`src/rtl/dds_pkg.sv`:
```
package dds_pkg;
  typedef enum logic [1:0] {
    WAVE_SINE   = 2'd0,
    WAVE_TRI    = 2'd1,
    WAVE_SAW    = 2'd2,
    WAVE_SQUARE = 2'd3
  } wave_e;
endpackage

```
`src/rtl/dds_phase_acc.sv`:
```
module dds_phase_acc #(
  parameter int PHASE_W = 16,
  parameter int TAP_W   = 13
) (
  input  logic               clk,
  input  logic               rst,
  input  logic [PHASE_W-1:0] tune,
  output logic [TAP_W-1:0]   phase_top
);
  typedef logic [PHASE_W-1:0] ph_t;

  ph_t  acc;
  logic armed;

  // Running phase: one addition per clock, never gated.
  always_ff @(posedge clk) begin
    if (rst) begin
      acc   <= '0;
      armed <= 1'b0;
    end else begin
      acc   <= acc + tune;
      armed <= 1'b1;
    end
  end

  assign phase_top = acc[PHASE_W-1 -: TAP_W];

  // each clock after the first out of reset adds exactly the tuning word
  assert_phase_step_R1: assert property (@(posedge clk) disable iff (rst)
    armed |-> (acc == ph_t'($past(acc) + $past(tune))))
    else $error("phase did not advance by tuning word");
endmodule

```
`src/rtl/dds_quarter_sine.sv`:
```
module dds_quarter_sine #(
  parameter int ADDR_W = 8,
  parameter int DATA_W = 12
) (
  input  logic              half,
  input  logic              mirror,
  input  logic [ADDR_W-1:0] fine,
  output logic [DATA_W-1:0] sample
);
  localparam int  DEPTH = 1 << ADDR_W;
  localparam int  MAG_W = DATA_W - 1;
  localparam real PI_R  = 3.141592653589793;
  localparam logic [DATA_W-1:0] MID = DATA_W'(1) << (DATA_W - 1);

  function automatic int quarter_point(int idx);
    real amp;
    real ang;
    amp = real'((1 << (DATA_W - 1)) - 1);
    ang = PI_R * real'(2 * idx + 1) / real'(4 * DEPTH);
    return $rtoi(amp * $sin(ang) + 0.5);
  endfunction

  logic [MAG_W-1:0]  rom [DEPTH];
  logic [ADDR_W-1:0] addr;
  logic [MAG_W-1:0]  mag;

  for (genvar i = 0; i < DEPTH; i++) begin : g_rom
    localparam logic [MAG_W-1:0] POINT = MAG_W'(quarter_point(i));
    assign rom[i] = POINT;
  end

  always_comb begin
    addr = mirror ? ~fine : fine;
    mag  = rom[addr];
    if (half) sample = MID - {1'b0, mag};
    else      sample = MID + {1'b0, mag};
  end

  // the folded sample lands in the half of the code range set by the phase half bit
  always_comb begin
    assert_sine_half_R3: assert (sample[DATA_W-1] == ~half)
      else $error("sine sample on wrong side of mid-scale");
  end
endmodule

```
`src/rtl/dds_out_stage.sv`:
```
module dds_out_stage
  import dds_pkg::*;
#(
  parameter int DATA_W = 12
) (
  input  logic              clk,
  input  logic              rst,
  input  logic              in_valid,
  input  logic [DATA_W-1:0] sine_s,
  input  logic [DATA_W-1:0] tri_s,
  input  logic [DATA_W-1:0] saw_s,
  input  logic [DATA_W-1:0] sq_s,
  input  logic [1:0]        sel,
  output logic [DATA_W-1:0] out_data,
  output logic              out_valid,
  input  logic              out_ready
);
  localparam logic [DATA_W-1:0] MID = DATA_W'(1) << (DATA_W - 1);

  logic [DATA_W-1:0] picked;
  logic              load;

  always_comb begin
    case (wave_e'(sel))
      WAVE_SINE:   picked = sine_s;
      WAVE_TRI:    picked = tri_s;
      WAVE_SAW:    picked = saw_s;
      WAVE_SQUARE: picked = sq_s;
      default:     picked = sine_s;
    endcase
  end

  assign load = !out_valid || out_ready;

  always_ff @(posedge clk) begin
    if (rst) begin
      out_data  <= MID;
      out_valid <= 1'b0;
    end else if (load) begin
      out_data  <= picked;
      out_valid <= in_valid;
    end
  end

  // a refused sample stays put
  assert_stall_hold_R9: assert property (@(posedge clk) disable iff (rst)
    (out_valid && !out_ready) |=> (out_valid && $stable(out_data)))
    else $error("sample changed while stalled");

  // once valid, the stream stays valid until reset
  assert_valid_sticky_R8: assert property (@(posedge clk) disable iff (rst)
    out_valid |=> out_valid)
    else $error("valid dropped");
endmodule

```
`src/rtl/dds_multiwave.sv`:
```
module dds_multiwave #(
  parameter int PHASE_W = 16,
  parameter int ADDR_W  = 8,
  parameter int DATA_W  = 12
) (
  input  logic               clk,
  input  logic               rst,
  input  logic [PHASE_W-1:0] tune_word,
  input  logic [1:0]         wave_sel,
  output logic [DATA_W-1:0]  out_data,
  output logic               out_valid,
  input  logic               out_ready
);
  // Phase bits kept: half bit plus DATA_W bits below it.
  localparam int TAP_W = DATA_W + 1;
  localparam logic [DATA_W-1:0] MID = DATA_W'(1) << (DATA_W - 1);

  logic [TAP_W-1:0]  ph;
  logic [DATA_W-1:0] sine_c, tri_c, saw_c, sq_c;
  logic [DATA_W-1:0] s1_sine, s1_tri, s1_saw, s1_sq;
  logic              s1_vld;

  dds_phase_acc #(.PHASE_W(PHASE_W), .TAP_W(TAP_W)) u_acc (
    .clk       (clk),
    .rst       (rst),
    .tune      (tune_word),
    .phase_top (ph)
  );

  dds_quarter_sine #(.ADDR_W(ADDR_W), .DATA_W(DATA_W)) u_sine (
    .half   (ph[TAP_W-1]),
    .mirror (ph[TAP_W-2]),
    .fine   (ph[TAP_W-3 -: ADDR_W]),
    .sample (sine_c)
  );

  always_comb begin
    tri_c = ph[TAP_W-1] ? ~ph[TAP_W-2:0] : ph[TAP_W-2:0];
    saw_c = ph[TAP_W-1:1];
    sq_c  = ph[TAP_W-1] ? '0 : '1;
  end

  // Stage 1: all four shapes registered side by side.
  always_ff @(posedge clk) begin
    if (rst) begin
      s1_sine <= MID;
      s1_tri  <= '0;
      s1_saw  <= '0;
      s1_sq   <= '0;
      s1_vld  <= 1'b0;
    end else begin
      s1_sine <= sine_c;
      s1_tri  <= tri_c;
      s1_saw  <= saw_c;
      s1_sq   <= sq_c;
      s1_vld  <= 1'b1;
    end
  end

  // Stage 2: select and stream handshake.
  dds_out_stage #(.DATA_W(DATA_W)) u_out (
    .clk       (clk),
    .rst       (rst),
    .in_valid  (s1_vld),
    .sine_s    (s1_sine),
    .tri_s     (s1_tri),
    .saw_s     (s1_saw),
    .sq_s      (s1_sq),
    .sel       (wave_sel),
    .out_data  (out_data),
    .out_valid (out_valid),
    .out_ready (out_ready)
  );
endmodule

```
`config.mk`:
```
export PLATFORM = sky130hd
export DESIGN_NAME = dds_multiwave
export DESIGN_NICKNAME = d
export VERILOG_FILES = /design/src/rtl/dds_pkg.sv /design/src/rtl/dds_phase_acc.sv /design/src/rtl/dds_quarter_sine.sv /design/src/rtl/dds_out_stage.sv /design/src/rtl/dds_multiwave.sv
export SDC_FILE = /design/constraint.sdc
export NUM_CORES = 1
export LEC_CHECK = 0
export ABC_AREA = 1
export ABC_CLOCK_PERIOD_IN_PS = 6400
export BUFFER_PORTS_ARGS = -buffer_cell sky130_fd_sc_hd__buf_2
export CAP_MARGIN = 10
export CORE_MARGIN = 1
export CORE_UTILIZATION = 40
export CTS_CLUSTER_SIZE = 10
export DETAILED_ROUTE_END_ITERATION = 6
export GPL_ROUTABILITY_DRIVEN = 1
export PLACE_DENSITY = 0.56
export SLEW_MARGIN = 10
export SYNTH_ARGS = -nofsm -noshare
export SYNTH_HDL_FRONTEND = slang
export SYNTH_HIERARCHICAL = 1
export SYNTH_SLANG_ARGS = --single-unit
```
`constraint.sdc`:
```
create_clock -name clk -period 6.4 [get_ports clk]
set_clock_uncertainty 0.15 [all_clocks]
set_input_delay 1.28 -clock clk [delete_from_list [all_inputs] [get_ports clk]]
set_output_delay 1.28 -clock clk [all_outputs]
set_load 0.05 [all_outputs]
```
* After elaboration in Yosys (flattened, before gate mapping)
Memories as Yosys holds them, arrays and structs flattened.
Index checks and enable logic that the tools add are counted.
** Cells by class
- Bitwise logic cells :: 3
- Multiplexer cells :: 8
- Reduce and logical (&&, ||, !) cells :: 3
- Magnitude comparators :: 1
- Equal/unequal tests :: 3
- $add $sub $neg :: 3
** Operators with widths (number)
- 12-bit case mux with 4 select lines :: 1
- 12-bit two-way mux :: 3
- 11-bit two-way mux :: 2
- 16-bit adder :: 1
- 12-bit by 11-bit adder with 12-bit output, first input constant :: 1
- 12-bit NOT :: 1
- 12-bit by 11-bit subtractor with 12-bit output, first input constant :: 1
- 9-bit greater-or-equal comparator, second input constant :: 1
- 8-bit NOT with 9-bit output :: 1
- 8-bit two-way mux :: 1
- 8-bit NOT :: 1
- 2-bit equality test, second input constant :: 2
- 2-bit by 1-bit equality test with 1-bit output, second input constant :: 1
- 2-bit zero test :: 1
- 1-bit zero test :: 1
- 1-bit logical OR :: 1
- 1-bit two-way mux :: 1
** Storage, ports and cells
- Output and inout bits :: 13
- ROM bits :: 2816
- Logic and storage cells :: 30
- Bits in registers :: 78
- Input bits :: 21
- Memories kept :: 1
** Memory list
- (no name shown) :: words 256, width 11, read ports 1, clocked after Yosys merged registers in 0, write ports 0, line dds_quarter_sine.sv:34 : mag = rom[addr];

* Logic depth before layout (Yosys ltp)
Gate-level depths: netlist of run 1.
- Word-level depth :: 8
- Depth in mapped cells :: 26
- Mapped depth without buffers :: 24

* Modules after synthesis
Netlist of run 1, hierarchy kept.
** By module, submodules not included
- dds_quarter_sine :: times used 1, sequential area each 0.0 um^2, cells an instance 648, area an instance 3034.2 um^2
- dds_phase_acc :: times used 1, sequential area each 320.3 um^2, cells an instance 225, area an instance 1412.6 um^2
- dds_multiwave :: times used 1, sequential area each 760.7 um^2, cells an instance 142, area an instance 1253.7 um^2
- dds_out_stage :: times used 1, sequential area each 260.2 um^2, cells an instance 141, area an instance 788.3 um^2

* Worst setup path after synthesis of run 1
OpenSTA, ideal clock, no wires.
- Path type :: flip-flop to flip-flop
- From :: reg u_acc.acc[14]
- To :: reg s1_sine[8]
- Clock period less this slack :: 2.860 ns
- Arrival :: 2.598 ns
- Buffers on the path :: 2
- Cell stages (with the launch flop) :: 25
- Required time :: 6.138 ns
- Setup slack :: 3.540 ns
- Setup time :: 0.112 ns
- Cells stage by stage :: dfxtp_1 -> buf_4 -> buf_6 -> nand2_1 -> nand2_1 -> ha_1 -> inv_1 -> nor2_1 -> nor2_1 -> nand2_1 -> nand2_1 -> nand2_1 -> nand2_1 -> nand3_1 -> nand2_1 -> nand2_1 -> ha_1 -> nand3_1 -> nand2_2 -> nand3_1 -> nand2_1 -> nand2_1 -> inv_1 -> inv_1 -> nor2_1
** Between the ends
- Word-level cells in the longest chain between the ends :: 7
- Elaborated cells on any way between the ends :: 8
- Classes of those cells :: add/sub (2); mux (4); bitwise (1); memory (1)
** Ends and longest elaborated chain
- start, declared :: line dds_phase_acc.sv:12 : ph_t acc;
- start signal, assigned :: line dds_phase_acc.sv:21 : acc <= acc + tune;
- 8-bit two-way mux * :: line dds_quarter_sine.sv:33 : addr = mirror ? ~fine : fine;
- 8-bit NOT with 9-bit output (implied by the code) * :: line dds_quarter_sine.sv:34
- memory read 256 x 11 bit *
- 11-bit two-way mux (implied by the code) * (2 in a row) :: line dds_quarter_sine.sv:34
- 12-bit by 11-bit adder with 12-bit output / 12-bit by 11-bit subtractor with 12-bit output (equally long branches) :: line dds_quarter_sine.sv:36, dds_quarter_sine.sv:35
- 12-bit two-way mux * :: line dds_quarter_sine.sv:35 : if (half) sample = MID - {1'b0, mag};
- via sine_c[8] :: line dds_multiwave.sv:19 : logic [DATA_W-1:0] sine_c, tri_c, saw_c, sq_c;
- end signal, assigned :: line dds_multiwave.sv:52 : s1_sine <= sine_c;
- end, declared :: line dds_multiwave.sv:20 : logic [DATA_W-1:0] s1_sine, s1_tri, s1_saw, s1_sq;
The timed path passes the listed nets; every way through them passes the cells marked *. The select of a mux whose other input is x is not followed.
A chain may end at the register's enable or synchronous reset.

* Worst setup path in the final report of run 1
Ends and elaborated chain as after synthesis.

==> results.py, run 1 <==
metrics = {
    "synthesis": {
        "synth_edf_count": 0,
        "yosys_warnings": 6,
        "synth.top_cells.by_area": "sky130_fd_sc_hd__nand2_1 25%, sky130_fd_sc_hd__dfxtp_1 21%, sky130_fd_sc_hd__nand3_1 12%",
        "sequential_to_total_area_share_from_yosys_stat_pct": 20.7,
        "synth-seq-cells": 67,
        "post_synth_most_frequent_cells": "440 x sky130_fd_sc_hd__nand2_1, 151 x sky130_fd_sc_hd__nand3_1, 124 x sky130_fd_sc_hd__nor2_1",
        "synthDominantAreaCellType": "sky130_fd_sc_hd__nand2_1",
        "synth.net_count": 1208,
        "proportion_of_synthesized_flip_flops_having_asynchronous_set_or_reset_pct": 0,
        "yosysMostFrequentCell": "sky130_fd_sc_hd__nand2_1",
        "yosys_most_used_dff": "sky130_fd_sc_hd__dfxtp_1",
        "area_of_the_mapped_netlist_mm2": 0.00649,
        "postSynthCellCount": 1156,
        "yosysUniqueCellTypes": 37,
        "postSynthAreaPerCell_um2": 5.61,
        "post-synth-top-area-fraction_pct": 25.5,
    },
    "min_path": {
        "hold_path_end": "u_out/out_valid",
        "worstHoldStart": "s1_vld",
        "holdCritPathClass": "flip-flop to flip-flop",
        "min_delay_path_depth": 2,
    },
    "placement": {
        "dp_hpwl_um": 14800,
        "numPortBuffers": 33,
        "numPlacedInstances": 1353,
        "placement.cell_area_mm2": 0.00656,
        "detailedPlace.worstSlack_ns": 2.39,
        "gp_routability_congestion": 0.969,
    },
    "timing": {
        "setup_violations": 0,
        "maxClockFrequency_mhz": 242,
        "final.period_utilization_pct": 64.5,
        "post-route-worst-setup-slack_ns": 2.27,
        "slew_viol_final": 0,
        "timing.final.crit_period_ns": 4.13,
        "slew_headroom_pct": 32.0,
        "report.final.hold_viol_count": 0,
        "grt_setup_unrepaired": "false",
        "timing_worst_slew_pin_value_ns": 1.02,
        "fin_setup_tns_ns": 0,
    },
    "clock_network": {
        "root_buf_cell": "sky130_fd_sc_hd__clkbuf_16",
        "postCtsHoldBufs": 0,
        "clock_slew_seen_by_the_registers_of_the_worst_setup_and_hold_paths_ns": 0.06,
        "cts_tree": "done",
        "numCtsBuffers": 9,
        "htree_num_levels": 3,
        "cts_max_path_buffers": 2,
        "post_cts_resize_count": 0,
        "cts_num_sinks": 67,
        "post_cts_buffers": 0,
        "clock_latency_ns": 0.33,
    },
    "routing": {
        "final_antenna_net_count": 0,
        "route.met2.wl_um": 8290,
        "detailedRoute.firstPassIterationCount": 6,
        "route.final.wire_length_um": 20100,
        "detail_route.drc_violations": 0,
        "route.top_layer_used": "met4",
        "detail_route.wl_per_cell_um": 14.7,
        "drt-met1-wl_um": 9550,
        "drt_iter0_drc": 844,
        "detail_route.vias_per_cell": 5.17,
        "dr_total_vias": 7074,
        "met3_wire_length_um": 1790,
    },
    "global_route": {
        "grt_antenna_before_repair": 0,
        "first_pass_grt_wire_length_um": 32100,
        "largest_net_degree_at_the_start_of_global_routing": 54,
        "globalRoute.totalOverflow": 0,
        "first_global_vias": 6165,
        "global_routing_usage_summed_across_all_routing_layers_pct": 24.6,
    },
    "floorplan": {
        "io_pins": 34,
        "die_h_um": 129,
        "floorplan.core_area_mm2": 0.0159,
        "chipWidth_um": 129,
        "num_rows": 46,
        "initial_utilization_pct": 40.8,
        "area_enclosed_by_the_die_boundary_mm2": 0.0167,
    },
    "finish": {
        "ff_latch_area_mm2": 0.00134,
        "layout.filler_cells": 1774,
        "area_delta_synth_final_pct": 5.59,
        "finalNetCount": 1200,
        "final_design_area_no_fill_mm2": 0.00685,
        "multi_input_area_mm2": 0.00427,
        "instances_no_fill": 1369,
        "n_antenna_cell": 0,
        "fraction_of_layout_cells_with_a_size_suffix_above_1_pct": 9.54,
    },
    "worst_setup_path": {
        "critical_path_class": "flip-flop to flip-flop",
        "arrival_time_worst_endpoint_ns": 4.17,
        "critPathLaunchType": "flip-flop",
        "r2r_cells": 18,
        "required_time_of_the_critical_path_ns": 6.44,
        "worst_reg_to_reg_setup_slack_ns": 2.27,
        "worstPathMaxFanout": 53,
        "worstReg2RegEnd": "s1_sine[8]",
        "end_kind": "flip-flop",
        "start_of_the_worst_register_to_register_path": "u_acc/acc[14]",
    },
    "status": {
        "outcome": "completed",
    },
    "flow_run": {
        "cap_violations": 0,
    },
}
-- registers in the layout, indices dropped and copies added (netlist names) --
register / cells
s1_tri: 12
s1_sq: 1
u_out/out_data: 12
u_out/out_valid: 1
s1_sine: 12
u_acc/acc: 16
s1_vld: 1
s1_saw: 12
-- per-layer routing --
layer	track usage [%]	vias to the layer above
met1	35.9	3099
met5	0	-
met2	36.0	333
met3	5.45	45
met4	6.78	0
li1	-	3597
-- cells in the final DEF, fill, tap and decap left out, types with 2 or more instances in the layout --
cell / count
sky130_fd_sc_hd__xnor2_1: 5
sky130_fd_sc_hd__nand4_1: 11
sky130_fd_sc_hd__clkbuf_16: 9
sky130_fd_sc_hd__dfxtp_1: 67
sky130_fd_sc_hd__nand3b_1: 2
sky130_fd_sc_hd__nand2_1: 440
sky130_fd_sc_hd__o21ai_0: 35
sky130_fd_sc_hd__ha_1: 30
sky130_fd_sc_hd__a21oi_1: 41
sky130_fd_sc_hd__or2_2: 3
sky130_fd_sc_hd__o21ai_1: 6
sky130_fd_sc_hd__nor3_2: 3
sky130_fd_sc_hd__nor2_1: 124
sky130_fd_sc_hd__a31oi_1: 4
sky130_fd_sc_hd__nand2_4: 6
sky130_fd_sc_hd__o211ai_1: 4
sky130_fd_sc_hd__clkinv_2: 2
sky130_fd_sc_hd__nand3_1: 151
sky130_fd_sc_hd__inv_1: 115
sky130_fd_sc_hd__buf_2: 33
sky130_fd_sc_hd__inv_2: 9
sky130_fd_sc_hd__nand2_2: 19
sky130_fd_sc_hd__buf_4: 4
sky130_fd_sc_hd__nor2_2: 13
-- kinds of logic after synthesis --
kind of cell    count (synthesis)  share of synthesized area [%]
xor+xnor                        8                           1.31
fa+ha+maj                      31                           6.09
flops                          67                           20.7
buf+inv                       182                           13.5
simple gates                  776                           50.9
compound gates                 92                           7.54
-- how the worst max path moves through the flow --
stage                        from          end  slack, ns  cells after the start
floorplan           u_acc/acc[14]   s1_sine[8]       3.54                     24
global placement    u_acc/acc[14]   s1_sine[8]       2.40                     20
detailed placement  u_acc/acc[14]   s1_sine[8]       2.39                     20
CTS                 u_acc/acc[14]   s1_sine[8]       2.39                     20
global route        u_acc/acc[14]  s1_sine[10]       1.92                     19
finish              u_acc/acc[14]   s1_sine[8]       2.27                     18
-- worst max-delay path, cell delays in order (launching register included) --
cell and delay, ns:
sky130_fd_sc_hd__dfxtp_1 0.79, sky130_fd_sc_hd__inv_2 0.23, sky130_fd_sc_hd__nand2_1 0.13, sky130_fd_sc_hd__nand2_2 0.56, sky130_fd_sc_hd__nor2_1 0.82, sky130_fd_sc_hd__a21oi_1 0.13, sky130_fd_sc_hd__nand3_1 0.10, sky130_fd_sc_hd__nand3_1 0.08
sky130_fd_sc_hd__nand3_1 0.16, sky130_fd_sc_hd__nand2_2 0.10, sky130_fd_sc_hd__ha_1 0.20, sky130_fd_sc_hd__nand3_1 0.09, sky130_fd_sc_hd__nand2_2 0.10, sky130_fd_sc_hd__nand3_1 0.10, sky130_fd_sc_hd__nand2_1 0.06, sky130_fd_sc_hd__nand2_1 0.05
sky130_fd_sc_hd__inv_1 0.03, sky130_fd_sc_hd__inv_1 0.04, sky130_fd_sc_hd__nor2_1 0.03
-- final cells by class --
type	instances	area share, %
Tap cell	216	3.94
Sequential cell	67	19.6
Clock inverter	6	0.950
Timing Repair Buffer	37	2.85
Multi-Input combinational cell	907	62.3
Clock buffer	10	3.34
Inverter	126	7.01
-- metrics by stage --
| step | hold WS (ns) | util (%) |
|---|---|---|
| after floorplan | 0.266 | - |
| after global placement | 0.273 | 41.3 |
| after detailed placement | 0.277 | 41.3 |
| after CTS | 0.292 | 43.1 |
| after global routing | 0.319 | 43.1 |
| final | 0.292 | 43.1 |
Power of run 1 is left out: the tool's default activity adds up to more than one toggle a clock period on the data nets, which glitch-free logic cannot reach.
==> run 2: changes to the inputs <==
--- a/config.mk
+++ b/config.mk
@@ -6,7 +6,7 @@
 export NUM_CORES = 1
 export LEC_CHECK = 0
 export ABC_AREA = 1
-export ABC_CLOCK_PERIOD_IN_PS = 6400
+export ABC_CLOCK_PERIOD_IN_PS = 3650
 export BUFFER_PORTS_ARGS = -buffer_cell sky130_fd_sc_hd__buf_2
 export CAP_MARGIN = 10
 export CORE_MARGIN = 1
@@ -14,7 +14,7 @@
 export CTS_CLUSTER_SIZE = 10
 export DETAILED_ROUTE_END_ITERATION = 6
 export GPL_ROUTABILITY_DRIVEN = 1
-export PLACE_DENSITY = 0.56
+export PLACE_DENSITY = 0.58
 export SLEW_MARGIN = 10
 export SYNTH_ARGS = -nofsm -noshare
 export SYNTH_HDL_FRONTEND = slang
==> constraint.sdc (replaced) <==
create_clock -name clk -period 3.65 [get_ports clk]
set_clock_uncertainty 0.15 [all_clocks]
set_input_delay 0.73 -clock clk [delete_from_list [all_inputs] [get_ports clk]]
set_output_delay 0.73 -clock clk [all_outputs]
set_load 0.05 [all_outputs]
==> run 2 against run 1 <==
  * Global-route usage shrank 0.44 points
  * Setup slack got worse by 1.9 ns
  * First-iteration DRC count is 25% higher
==> results.py, run 2 (synthesized netlist as in run 1, its figures left out) <==
metrics = {
    "timing": {
        "slew_viol_final": 0,
        "fin_setup_tns_ns": 0,
        "timing.final.crit_period_ns": 3.30,
        "timing_worst_slew_pin_value_ns": 0.721,
        "slew_headroom_pct": 51.9,
        "grt_setup_unrepaired": "false",
        "final.period_utilization_pct": 90.5,
        "setup_violations": 0,
        "maxClockFrequency_mhz": 303,
        "report.final.hold_viol_count": 0,
    },
    "global_route": {
        "grt_antenna_before_repair": 0,
        "globalRoute.totalOverflow": 0,
        "first_global_vias": 6305,
        "global_routing_usage_summed_across_all_routing_layers_pct": 24.2,
        "first_pass_grt_wire_length_um": 32000,
        "largest_net_degree_at_the_start_of_global_routing": 33,
    },
    "finish": {
        "most_frequent_cells_in_the_layout": "440 x sky130_fd_sc_hd__nand2_1, 151 x sky130_fd_sc_hd__nand3_1, 124 x sky130_fd_sc_hd__nor2_1",
        "max_flop_register": "u_acc/acc",
        "n_antenna_cell": 0,
        "largest_register_ff_count": 16,
        "area_delta_synth_final_pct": 7.42,
        "most_common_cell_after_layout_fill_and_taps_aside": "sky130_fd_sc_hd__nand2_1",
        "instances_no_fill": 1387,
        "fraction_of_layout_cells_with_a_size_suffix_above_1_pct": 11.0,
        "finalNetCount": 1218,
    },
    "status": {
        "outcome": "completed",
    },
    "placement": {
        "gp_routability_congestion": 1.01,
        "numPortBuffers": 33,
        "dp_hpwl_um": 15000,
        "numPlacedInstances": 1371,
    },
    "floorplan": {
        "io_pins": 34,
        "die_h_um": 129,
        "floorplan.core_area_mm2": 0.0159,
        "initial_utilization_pct": 40.8,
        "area_enclosed_by_the_die_boundary_mm2": 0.0167,
        "chipWidth_um": 129,
        "num_rows": 46,
    },
    "routing": {
        "detail_route.drc_violations": 0,
        "dr_total_vias": 7227,
        "drt_iter0_drc": 1055,
        "detailedRoute.firstPassIterationCount": 6,
        "detail_route.wl_per_cell_um": 14.2,
        "detail_route.vias_per_cell": 5.21,
        "route.final.wire_length_um": 19700,
        "final_antenna_net_count": 0,
    },
    "worst_setup_path": {
        "critPathLaunchType": "flip-flop",
        "arrival_time_worst_endpoint_ns": 3.34,
        "worstReg2RegEnd": "s1_sine[10]",
        "start_of_the_worst_register_to_register_path": "u_acc/acc[14]",
        "setup.worst_path.end": "s1_sine[10]",
        "worstSetupStartpoint": "u_acc/acc[14]",
        "critical_path_class": "flip-flop to flip-flop",
        "r2r_cells": 23,
        "worstPathMaxFanout": 11,
        "end_kind": "flip-flop",
        "worst_reg_to_reg_setup_slack_ns": 0.35,
        "required_time_of_the_critical_path_ns": 3.69,
    },
    "clock_network": {
        "cts_tree": "done",
        "htree_num_levels": 3,
        "clock_slew_seen_by_the_registers_of_the_worst_setup_and_hold_paths_ns": 0.06,
        "post_cts_buffers": 0,
        "cts_max_path_buffers": 2,
        "postCtsHoldBufs": 0,
        "root_buf_cell": "sky130_fd_sc_hd__clkbuf_16",
        "clock_latency_ns": 0.32,
        "numCtsBuffers": 9,
        "cts_num_sinks": 67,
        "post_cts_resize_count": 0,
    },
    "flow_run": {
        "cap_violations": 0,
    },
    "min_path": {
        "holdCritPathClass": "flip-flop to flip-flop",
    },
}
[run 2: cell count changes in the layout (fill, tap and decap cells not counted), sizes merged]
cell,change
buf,+18
bufinv,-1
clkinvlp,+1
[run 2: how the worst min path moves through the flow]
stage / startpoint / to / slack (ns) / depth (start not counted)
after floorplan: s1_vld / u_out/out_valid / 0.27 / 2
after global placement: s1_vld / u_out/out_valid / 0.28 / 2
after detailed placement: s1_vld / u_out/out_valid / 0.29 / 2
after CTS: s1_vld / u_out/out_valid / 0.30 / 2
after global routing: s1_vld / u_out/out_valid / 0.31 / 2
final: s1_vld / u_out/out_valid / 0.30 / 2
[run 2: cell type report]
| type | instances | area, um^2 |
|---|---|---|
| fillers | 1725 | 8910 |
| multi-input cells | 907 | 4270 |
| flip-flops and latches | 67 | 1340 |
| inverters | 126 | 480 |
| repair buffers | 55 | 330 |
| well taps | 216 | 270 |
| clock buffers | 10 | 239 |
| clock inverters | 6 | 38.8 |
[run 2: routing by layer]
| layer | GRT usage [%] | up-vias | wire length [um] | part of all wire, % |
|---|---|---|---|---|
| met5 | 0 | - | 0 | 0 |
| met4 | 7.40 | 0 | 412 | 2.1 |
| met3 | 5.20 | 47 | 2010 | 10 |
| met2 | 36.1 | 428 | 8270 | 42 |
| met1 | 34.5 | 3123 | 9040 | 46 |
| li1 | - | 3629 | - | - |
[run 2: per-stage QoR]
stage,hold slack [ns],instance area [um^2],util [%],setup WS (ns)
floorplan,0.266,6490,-,0.790
global placement,0.284,6690,42.1,0.404
detailed placement,0.286,6690,42.1,0.442
CTS,0.300,6970,43.9,0.421
global route,0.311,6970,43.9,0.0934
finish,0.300,6970,43.9,0.346
[run 2: critical path, stage by stage (launching register included)]
cell                      delay, ns
sky130_fd_sc_hd__dfxtp_1       0.38
sky130_fd_sc_hd__buf_4         0.18
sky130_fd_sc_hd__nand2_1       0.06
sky130_fd_sc_hd__nand2_1       0.09
sky130_fd_sc_hd__buf_4         0.21
sky130_fd_sc_hd__ha_1          0.22
sky130_fd_sc_hd__inv_1         0.07
sky130_fd_sc_hd__nand2_1       0.30
sky130_fd_sc_hd__nand2_1       0.19
sky130_fd_sc_hd__nand2_1       0.12
sky130_fd_sc_hd__nand3_1       0.12
sky130_fd_sc_hd__nand3_1       0.10
sky130_fd_sc_hd__nand2_1       0.06
sky130_fd_sc_hd__nand3_1       0.08
sky130_fd_sc_hd__nand2_1       0.08
sky130_fd_sc_hd__ha_1          0.22
sky130_fd_sc_hd__nand3_1       0.10
sky130_fd_sc_hd__nand2_2       0.10
sky130_fd_sc_hd__nand3_1       0.11
sky130_fd_sc_hd__nand2_1       0.06
sky130_fd_sc_hd__nand2_1       0.06
sky130_fd_sc_hd__inv_1         0.04
sky130_fd_sc_hd__inv_1         0.04
sky130_fd_sc_hd__nor2_1        0.03
Power of run 2 is left out for the same reason.
==> run 3: changes to the inputs <==
--- a/config.mk
+++ b/config.mk
@@ -14,7 +14,8 @@
 export CTS_CLUSTER_SIZE = 10
 export DETAILED_ROUTE_END_ITERATION = 6
 export GPL_ROUTABILITY_DRIVEN = 1
-export PLACE_DENSITY = 0.58
+export PLACE_DENSITY_LB_ADDON = 0.15
+export REMOVE_ABC_BUFFERS = 1
 export SLEW_MARGIN = 10
 export SYNTH_ARGS = -nofsm -noshare
 export SYNTH_HDL_FRONTEND = slang
==> run 3 against run 2 <==
  * The flow now finishes with violations (design-rule violations)
  * Sequential cell count stayed put
  * Non-clock buffer count up 2
  * Via count is 1.0% lower
  * Routed wire length grew 7.5%
  * First-iteration DRC count is 19% lower
  * Count of clock-buffer cells in the layout is the same
  * Utilization rose by 0.26 points
  * Design area grew 0.59%
  * Setup slack worse by 0.037 ns
  * Critical path depth is 1 lower
  * Cell count grew 0.14%
  * Die area stayed put
  * Largest cell class unchanged
  * Highest routed layer unchanged
==> results.py, run 3 (synthesized netlist as in run 1, its figures left out) <==
metrics = {
    "finish": {
        "most_common_cell_after_layout_fill_and_taps_aside": "sky130_fd_sc_hd__nand2_1",
        "most_frequent_cells_in_the_layout": "437 x sky130_fd_sc_hd__nand2_1, 151 x sky130_fd_sc_hd__nand3_1, 123 x sky130_fd_sc_hd__nor2_1",
        "largest_register_ff_count": 16,
        "final_design_area_no_fill_mm2": 0.00701,
        "instances_no_fill": 1389,
        "fraction_of_layout_cells_with_a_size_suffix_above_1_pct": 11.6,
        "n_antenna_cell": 0,
        "area_delta_synth_final_pct": 8.06,
        "finalNetCount": 1220,
        "max_flop_register": "u_acc/acc",
    },
    "floorplan": {
        "initial_utilization_pct": 40.8,
        "num_rows": 46,
        "area_enclosed_by_the_die_boundary_mm2": 0.0167,
        "floorplan.core_area_mm2": 0.0159,
        "die_h_um": 129,
        "chipWidth_um": 129,
        "io_pins": 34,
    },
    "clock_network": {
        "post_cts_resize_count": 0,
        "post_cts_buffers": 0,
        "cts_max_path_buffers": 2,
        "cts_num_sinks": 67,
        "postCtsHoldBufs": 0,
        "htree_num_levels": 3,
        "cts_tree": "done",
        "numCtsBuffers": 9,
        "root_buf_cell": "sky130_fd_sc_hd__clkbuf_16",
        "clock_slew_seen_by_the_registers_of_the_worst_setup_and_hold_paths_ns": 0.06,
        "clock_latency_ns": 0.33,
    },
    "worst_setup_path": {
        "worst_path_largest_cell_delay_ns": 0.51,
        "critPathLaunchType": "flip-flop",
        "crit_path_cell_trace": "inv_1, nand2_1, nand2_1, buf_4, ha_1, inv_1, nand2_1, nand2_1, nand2_1, nand3_1, nand3_1, nand2_1, nand3_1, nand2_1, ha_1, nand3_1, nand2_2, nand4_1, nand2_1, inv_1, inv_1, nor2_1",
        "cpLargestDelayFamily": "simple AND/OR/NAND/NOR gates",
        "required_time_of_the_critical_path_ns": 3.69,
        "critical_path_class": "flip-flop to flip-flop",
        "worstPathMaxFanout": 8,
        "arrival_time_worst_endpoint_ns": 3.39,
        "cpMostUsedCell": "sky130_fd_sc_hd__nand2_1",
        "crit_path_top_delay_cell": "sky130_fd_sc_hd__dfxtp_1",
        "worstPathBufferInverterCount": 5,
        "end_kind": "flip-flop",
    },
    "timing": {
        "final.period_utilization_pct": 91.5,
        "setup_violations": 0,
        "report.final.hold_viol_count": 0,
        "slew_viol_final": 0,
        "fin_setup_tns_ns": 0,
        "timing_worst_slew_pin_value_ns": 1.04,
        "hold_slack_ns": 0.316,
        "timing.final.crit_period_ns": 3.34,
        "maxClockFrequency_mhz": 299,
        "grt_setup_unrepaired": "false",
        "slew_headroom_pct": 30.4,
    },
    "global_route": {
        "globalRoute.totalOverflow": 0,
        "first_global_vias": 6390,
        "global_routing_usage_summed_across_all_routing_layers_pct": 26.3,
        "first_pass_grt_wire_length_um": 33800,
        "largest_net_degree_at_the_start_of_global_routing": 33,
        "grt_antenna_before_repair": 0,
    },
    "status": {
        "outcome": "complete, but fails checks",
        "violations_in_the_final_reports": "design-rule violations",
    },
    "routing": {
        "detail_route.wl_per_cell_um": 15.3,
        "detailedRoute.firstPassIterationCount": 7,
        "drt_iter0_drc": 859,
        "route.final.wire_length_um": 21200,
        "final_antenna_net_count": 0,
        "dr_total_vias": 7153,
        "detail_route.drc_violations": 8,
        "detail_route.vias_per_cell": 5.15,
    },
    "placement": {
        "gp_routability_congestion": 0.990,
        "numPlacedInstances": 1373,
        "dp_hpwl_um": 15800,
        "placement.cell_area_mm2": 0.00672,
        "numPortBuffers": 33,
    },
    "min_path": {
        "holdCritPathClass": "flip-flop to flip-flop",
    },
    "flow_run": {
        "cap_violations": 0,
    },
}
==> run 3: final cells by class <==
type / instances / area [um^2]
Fill cell: 1786 / 8870
Multi-Input combinational cell: 907 / 4280
Sequential cell: 67 / 1340
Inverter: 126 / 480
Timing Repair Buffer: 57 / 358
Tap cell: 216 / 270
Clock buffer: 10 / 239
Clock inverter: 6 / 41.3
==> run 3: final timing paths <==
kind                      from              end  slack, ns  cells after the start
setup / recovery  u_acc/acc[6]      s1_sine[10]       0.31                     22
setup reg to reg  u_acc/acc[6]      s1_sine[10]       0.31                     22
hold reg to reg         s1_vld  u_out/out_valid       0.32                      2
hold / removal          s1_vld  u_out/out_valid       0.32                      2
==> run 3: through the flow <==
step                setup slack (ns)  utilization, %
finish                         0.309            44.1
global route                 0.00581            44.1
CTS                            0.217            44.1
detailed placement             0.239            42.3
global placement               0.257            42.3
floorplan                      0.283               -
==> run 3: layer usage <==
| metal | vias up | track usage, % | wire [um] |
|---|---|---|---|
| met4 | 0 | 8.17 | 433 |
| li1 | 3633 | - | - |
| met5 | - | 0 | 0 |
| met2 | 336 | 37.4 | 8610 |
| met1 | 3140 | 38.2 | 10100 |
| met3 | 44 | 6.56 | 2070 |
==> run 3: tightest hold or removal path, cell delays in order, from the launching register on <==
cell and delay [ns]:
sky130_fd_sc_hd__dfxtp_1 0.32, sky130_fd_sc_hd__nor2_1 0.04, sky130_fd_sc_hd__nor2_1 0.07
Power of run 3 is left out for the same reason.
